===== config.mk =====
export PLATFORM = sky130hd
export DESIGN_NAME = burst_addr_gen
export DESIGN_NICKNAME = d
export VERILOG_FILES = /design/src/rtl/burst_pkg.sv /design/src/rtl/strobe_qualifier.sv /design/src/rtl/burst_seq.sv /design/src/rtl/burst_addr_gen.sv
export SDC_FILE = /design/constraint.sdc
export NUM_CORES = 1
export LEC_CHECK = 0
export BUFFER_PORTS_ARGS = -buffer_cell sky130_fd_sc_hd__buf_4
export CAP_MARGIN = 20
export CORE_ASPECT_RATIO = 0.7
export CORE_MARGIN = 2
export CORE_UTILIZATION = 49
export CTS_CLUSTER_SIZE = 30
export DETAILED_ROUTE_END_ITERATION = 7
export HOLD_SLACK_MARGIN = 0.02
export PLACE_DENSITY = 0.8
export RECOVER_POWER = 25
export SYNTH_ARGS = -nofsm -noshare
export SYNTH_HDL_FRONTEND = slang
export SYNTH_SLANG_ARGS = --single-unit

===== constraint.sdc =====
create_clock -name clk_i -period 2.4 [get_ports clk_i]
set_input_delay 0.48 -clock clk_i [delete_from_list [all_inputs] [get_ports clk_i]]
set_output_delay 0.48 -clock clk_i [all_outputs]
set_load 0.005 [all_outputs]

===== src/rtl/burst_pkg.sv =====
package burst_pkg;
  typedef enum logic {
    ORD_LINEAR     = 1'b0,
    ORD_INTERLEAVE = 1'b1
  } order_e;

  localparam int unsigned BEAT_W = 2;

  function automatic logic [BEAT_W-1:0] beat_offset(
    input logic [BEAT_W-1:0] start,
    input logic [BEAT_W-1:0] beat,
    input order_e            ord
  );
    if (ord == ORD_LINEAR) return start + beat;
    else                   return start ^ beat;
  endfunction
endpackage


===== src/rtl/strobe_qualifier.sv =====
module strobe_qualifier (
  input  logic strobe_cpu_ni,
  input  logic strobe_ctl_ni,
  input  logic ce1_ni,
  input  logic ce2_i,
  input  logic ce3_ni,
  output logic load_o,
  output logic drop_o
);
  logic cpu_take, ctl_take, taken, chip_en;

  // processor strobe is only seen while ce1 is low; it wins over the controller strobe
  assign cpu_take = ~strobe_cpu_ni & ~ce1_ni;
  assign ctl_take = ~strobe_ctl_ni & ~cpu_take;
  assign taken    = cpu_take | ctl_take;
  assign chip_en  = ~ce1_ni & ce2_i & ~ce3_ni;

  assign load_o = taken & chip_en;
  assign drop_o = taken & ~chip_en;
endmodule


===== src/rtl/burst_seq.sv =====
module burst_seq
  import burst_pkg::*;
#(
  parameter int unsigned ADDR_W = 19
) (
  input  logic              clk_i,
  input  logic              rst_ni,
  input  logic              load_i,
  input  logic              drop_i,
  input  logic              adv_i,
  input  logic [ADDR_W-1:0] addr_i,
  input  order_e            order_i,
  output logic [ADDR_W-1:0] addr_o,
  output logic              valid_o
);
  localparam int unsigned UPPER_W = ADDR_W - BEAT_W;

  logic [ADDR_W-1:0] base_q;
  logic [BEAT_W-1:0] beat_q;
  logic              valid_q;

  always_ff @(posedge clk_i or negedge rst_ni) begin
    if (!rst_ni) begin
      base_q  <= '0;
      beat_q  <= '0;
      valid_q <= 1'b0;
    end else if (load_i) begin
      base_q  <= addr_i;
      beat_q  <= '0;
      valid_q <= 1'b1;
    end else if (drop_i) begin
      beat_q  <= '0;
      valid_q <= 1'b0;
    end else if (adv_i && valid_q) begin
      beat_q  <= beat_q + 1'b1;
    end
  end

  assign addr_o  = {base_q[ADDR_W-1 -: UPPER_W],
                    beat_offset(base_q[BEAT_W-1:0], beat_q, order_i)};
  assign valid_o = valid_q;

  a_r8_beat_idle_zero: assert property (@(posedge clk_i) disable iff (!rst_ni)
    !valid_q |-> beat_q == '0);
endmodule


===== src/rtl/burst_addr_gen.sv =====
module burst_addr_gen
  import burst_pkg::*;
#(
  parameter int unsigned ADDR_W = 19
) (
  input  logic              clk_i,
  input  logic              rst_ni,
  input  logic [ADDR_W-1:0] addr_i,
  input  logic              strobe_cpu_ni,
  input  logic              strobe_ctl_ni,
  input  logic              advance_ni,
  input  logic              ce1_ni,
  input  logic              ce2_i,
  input  logic              ce3_ni,
  input  logic              order_sel_i,
  output logic [ADDR_W-1:0] addr_o,
  output logic              valid_o
);
  logic load, drop;
  order_e ord;

  assign ord = order_e'(order_sel_i);

  strobe_qualifier u_qual (
    .strobe_cpu_ni(strobe_cpu_ni),
    .strobe_ctl_ni(strobe_ctl_ni),
    .ce1_ni       (ce1_ni),
    .ce2_i        (ce2_i),
    .ce3_ni       (ce3_ni),
    .load_o       (load),
    .drop_o       (drop)
  );

  burst_seq #(.ADDR_W(ADDR_W)) u_seq (
    .clk_i  (clk_i),
    .rst_ni (rst_ni),
    .load_i (load),
    .drop_i (drop),
    .adv_i  (~advance_ni),
    .addr_i (addr_i),
    .order_i(ord),
    .addr_o (addr_o),
    .valid_o(valid_o)
  );

  logic no_strobe, chip_on;
  assign no_strobe = strobe_ctl_ni & (strobe_cpu_ni | ce1_ni);
  assign chip_on   = ~ce1_ni & ce2_i & ~ce3_ni;

  a_r2_capture: assert property (@(posedge clk_i) disable iff (!rst_ni)
    (!no_strobe && chip_on) |=> (valid_o && addr_o == $past(addr_i)));

  a_r4_cpu_ignored: assert property (@(posedge clk_i) disable iff (!rst_ni)
    (!strobe_cpu_ni && ce1_ni && strobe_ctl_ni && advance_ni)
      |=> ($stable(addr_o) && $stable(valid_o)));

  a_r5_deselect: assert property (@(posedge clk_i) disable iff (!rst_ni)
    (!no_strobe && !chip_on) |=> !valid_o);

  a_r8_upper_frozen: assert property (@(posedge clk_i) disable iff (!rst_ni)
    (valid_o && no_strobe && !advance_ni)
      |=> (valid_o && addr_o[ADDR_W-1:2] == $past(addr_o[ADDR_W-1:2])));

  a_r6_linear_step: assert property (@(posedge clk_i) disable iff (!rst_ni)
    (valid_o && no_strobe && !advance_ni && !order_sel_i)
      |=> (addr_o[1:0] == $past(addr_o[1:0]) + 2'd1));

  a_r10_idle_stays: assert property (@(posedge clk_i) disable iff (!rst_ni)
    (!valid_o && no_strobe) |=> !valid_o);
endmodule


==> summary.md <==
| Metric | Value |
|---|---|
| Total grt overflow | `0` |
| Final Hold Fails | `0` |
| Total global routing track utilization | `15.15%` |
| Drt total wl | `1767 um` |
| Vias | `654` |
| Async set-or-reset flop fraction in the synthesized netlist | `100.0%` |
| Top cells by count, synth | `dfrtp_1, mux2_4, buf_4, o21ai_0` |
| Post-CTS Setup Repair Bufs | `0` |
| Crit end category | `output pin` |
| Cell family with most CP delay | `flip-flops` |
| WL/cell | `12.53 um` |
| Tot Pwr | `0.0009667 W` |
| H-tree depth | `1` |
| First-pass iteration count of the detailed router | `2` |
| Bufs and invs on worst path | `1` |
| Post-Layout Inst Area | `1375 um2` |
| Req. time, crit path | `1920 ps` |
| ANT cells | `0` |
| Max incr delay on CP | `420 ps` |
| Syn nets | `105` |
| Slew @ Worst Pin | `1111 ps` |
| First-pass GRT wire length | `2808 um` |
| Placement Setup Slack | `599.8 ps` |
| Metal-1 WL | `714 um` |
| Sequential area share after synthesis | `50.40%` |
| Synth Instances | `76` |
| Initial antenna violation count | `0` |
| Nets | `139` |
| Vias in the first global route | `637` |
| Core area | `2137 um2` |
| Post-route minimum period | `1783 ps` |
| Latest clock arrival within the worst-skew pair | `300 ps` |
| Fmax | `560.9 MHz` |
| Vias per cell | `4.638` |
| CP cell instances | `ha_1 -> nor2b_1 -> xnor2_1 -> buf_4` |
| Clk buf depth | `2` |
| RSZ-0062 raised after global routing | `false` |
| CTS Buf Count | `3` |
| Initial drt markers | `4` |
| DP HPWL | `1372 um` |
| Routed length on met3 | `190 um` |
| Final WS setup | `617.1 ps` |
| Root buf cell | `clkbuf_4` |
| CTS clk-pin slew, worst paths | `110 ps` |
| Relative slew slack | `25.95%` |
| Die span in y | `43.50 um` |
| WS Path Type | `reg -> out` |
| Synthesized area per cell | `14.37 um2` |
| Boundary Pins | `48` |
| Ys flop type | `dfrtp_1` |
| Post-cts sizing count | `0` |
| YS warnings | `0` |
| Placed Instance Area | `1343 um2` |
| Max Cap Violations | `0` |
| Uppermost layer routed | `met4` |
| Distinct cells, synth | `17` |
| Clk_skew | `0.2007 ps` |
| CTS sink cnt | `22` |
| Most frequent cell after synthesis | `dfrtp_1` |
| Power Dens Cells | `703.0 nW/um2` |
| Synth Cell Area | `1092 um2` |
| Status | `finished, final reports clean` |
| Top fanout value on the critical path | `4` |
| Top cells by area, synth | `dfrtp_1, mux2_4, buf_4` |
| Flops & latches, synth | `22` |
| Die area | `2629 um2` |
| Levels on crit path | `4` |
| Die W | `60.43 um` |
| Period utilization | `74.29%` |
| Metal2 WL | `854 um` |
| Layout cells sized above 1 | `66.06%` |
| Num rows | `14` |
| Area share of the largest cell type after synthesis | `50.40%` |
| Worst Path Arrival | `1300 ps` |
| Crit path launch type | `flop` |
| # DRC | `0` |
| GP Congestion | `0.6635` |
| Worst VDD drop | `389.6 uV` |
| Initial Util | `51.11%` |
| Antenna Nets Post-Route | `0` |
| Post-synth EDFFs | `0` |
| Layout Utilization | `64.34%` |
| Port bufs | `47` |
| Largest net degree at the start of global routing | `23` |
| Area grow syn2layout | `25.89%` |
| Final Max Slew Viols | `0` |
| Setup TNS | `0 ps` |
| CP max stage cell | `dfrtp_1` |
| CTS tree | `built` |
| LEAKAGE | `0.7276 nW` |
| Final setup fails | `0` |
| FF-to-FF path depth | `2` |
| Worst Hold Class | `in -> async` |
| # hold bufs at CTS | `0` |
| Post-synth top area cell | `dfrtp_1` |
final timing paths:
| path | to | slack [ps] | start |
|---|---|---|---|
| max reg2reg | u_seq.beat_q[0] | 1390 | u_seq.beat_q[0] |
| max in group asynchronous | u_seq.base_q[2] | 1390 | rst_ni |
| min reg2reg | u_seq.base_q[17] | 520 | u_seq.base_q[17] |
| min in group clk_i | u_seq.base_q[4] | 400 | addr_i[4] |
| max | addr_o[1] | 620 | u_seq.beat_q[0] |
| min | u_seq.base_q[4] | 350 | rst_ni |
flip-flops by register name, summed over array words and instances, names as in the netlist:
signal	cells
u_seq.base_q	19
u_seq.beat_q	2
u_seq.valid_o	1
worst register-to-register path, stage by stage (launching register included):
cell	delay, ps
dfrtp_1	420
or3_1	370
a21oi_1	150
placed cells by master, fill, tap and decap left out, types with 2 or more instances in the layout:
master / netlist / layout
buf_4: 17 / 47
dfrtp_1: 22 / 22
mux2_4: 19 / 19
o21ai_0: 3 / 3
clkbuf_4: 0 / 3
xnor2_1: 2 / 2
metrics by stage:
stage | cells | hold slack [ps]
2_1_floorplan | 76 | 184.4
3_3_place_gp | 137 | 377.2
6_report | 141 | 352.0
3_5_place_dp | 137 | 382.6
5_1_grt | 141 | 369.0
4_1_cts | 141 | 25.92
logic make-up (layout without fill, tap and decap cells):
kind of cell    Yosys count  in the layout  share of synthesized area (%)
compound gates            4              4                          1.832
buf+inv                  20             53                          14.09
simple gates              7              7                          4.010
mux                      19             19                          26.12
flops                    22             22                          50.40
xor+xnor                  3              3                          2.406
fa+ha+maj                 1              1                          1.145
routing by layer:
layer,vias to the layer above,track usage [%]
met2,32,23.70
met3,2,8.060
li1,302,-
met5,-,0
met1,318,17.99
met4,0,5.217
report_power, final:
| group | total (W) | internal, W | switching (W) |
|---|---|---|---|
| clock | 0.000198 | 0.0000926 | 0.000106 |
| sequential | 0.000484 | 0.000441 | 0.0000434 |
| combinational | 0.000284 | 0.000209 | 0.0000752 |
final cells by class:
| class | instances | area [um2] |
|---|---|---|
| inverters | 1 | 3.754 |
| well taps | 32 | 40.04 |
| clock buffers | 4 | 36.28 |
| fillers | 179 | 762.0 |
| multi-input cells | 34 | 387.9 |
| repair buffers | 48 | 356.6 |
| flip-flops and latches | 22 | 550.5 |
Note: power is estimated with default switching activity, not from simulation.
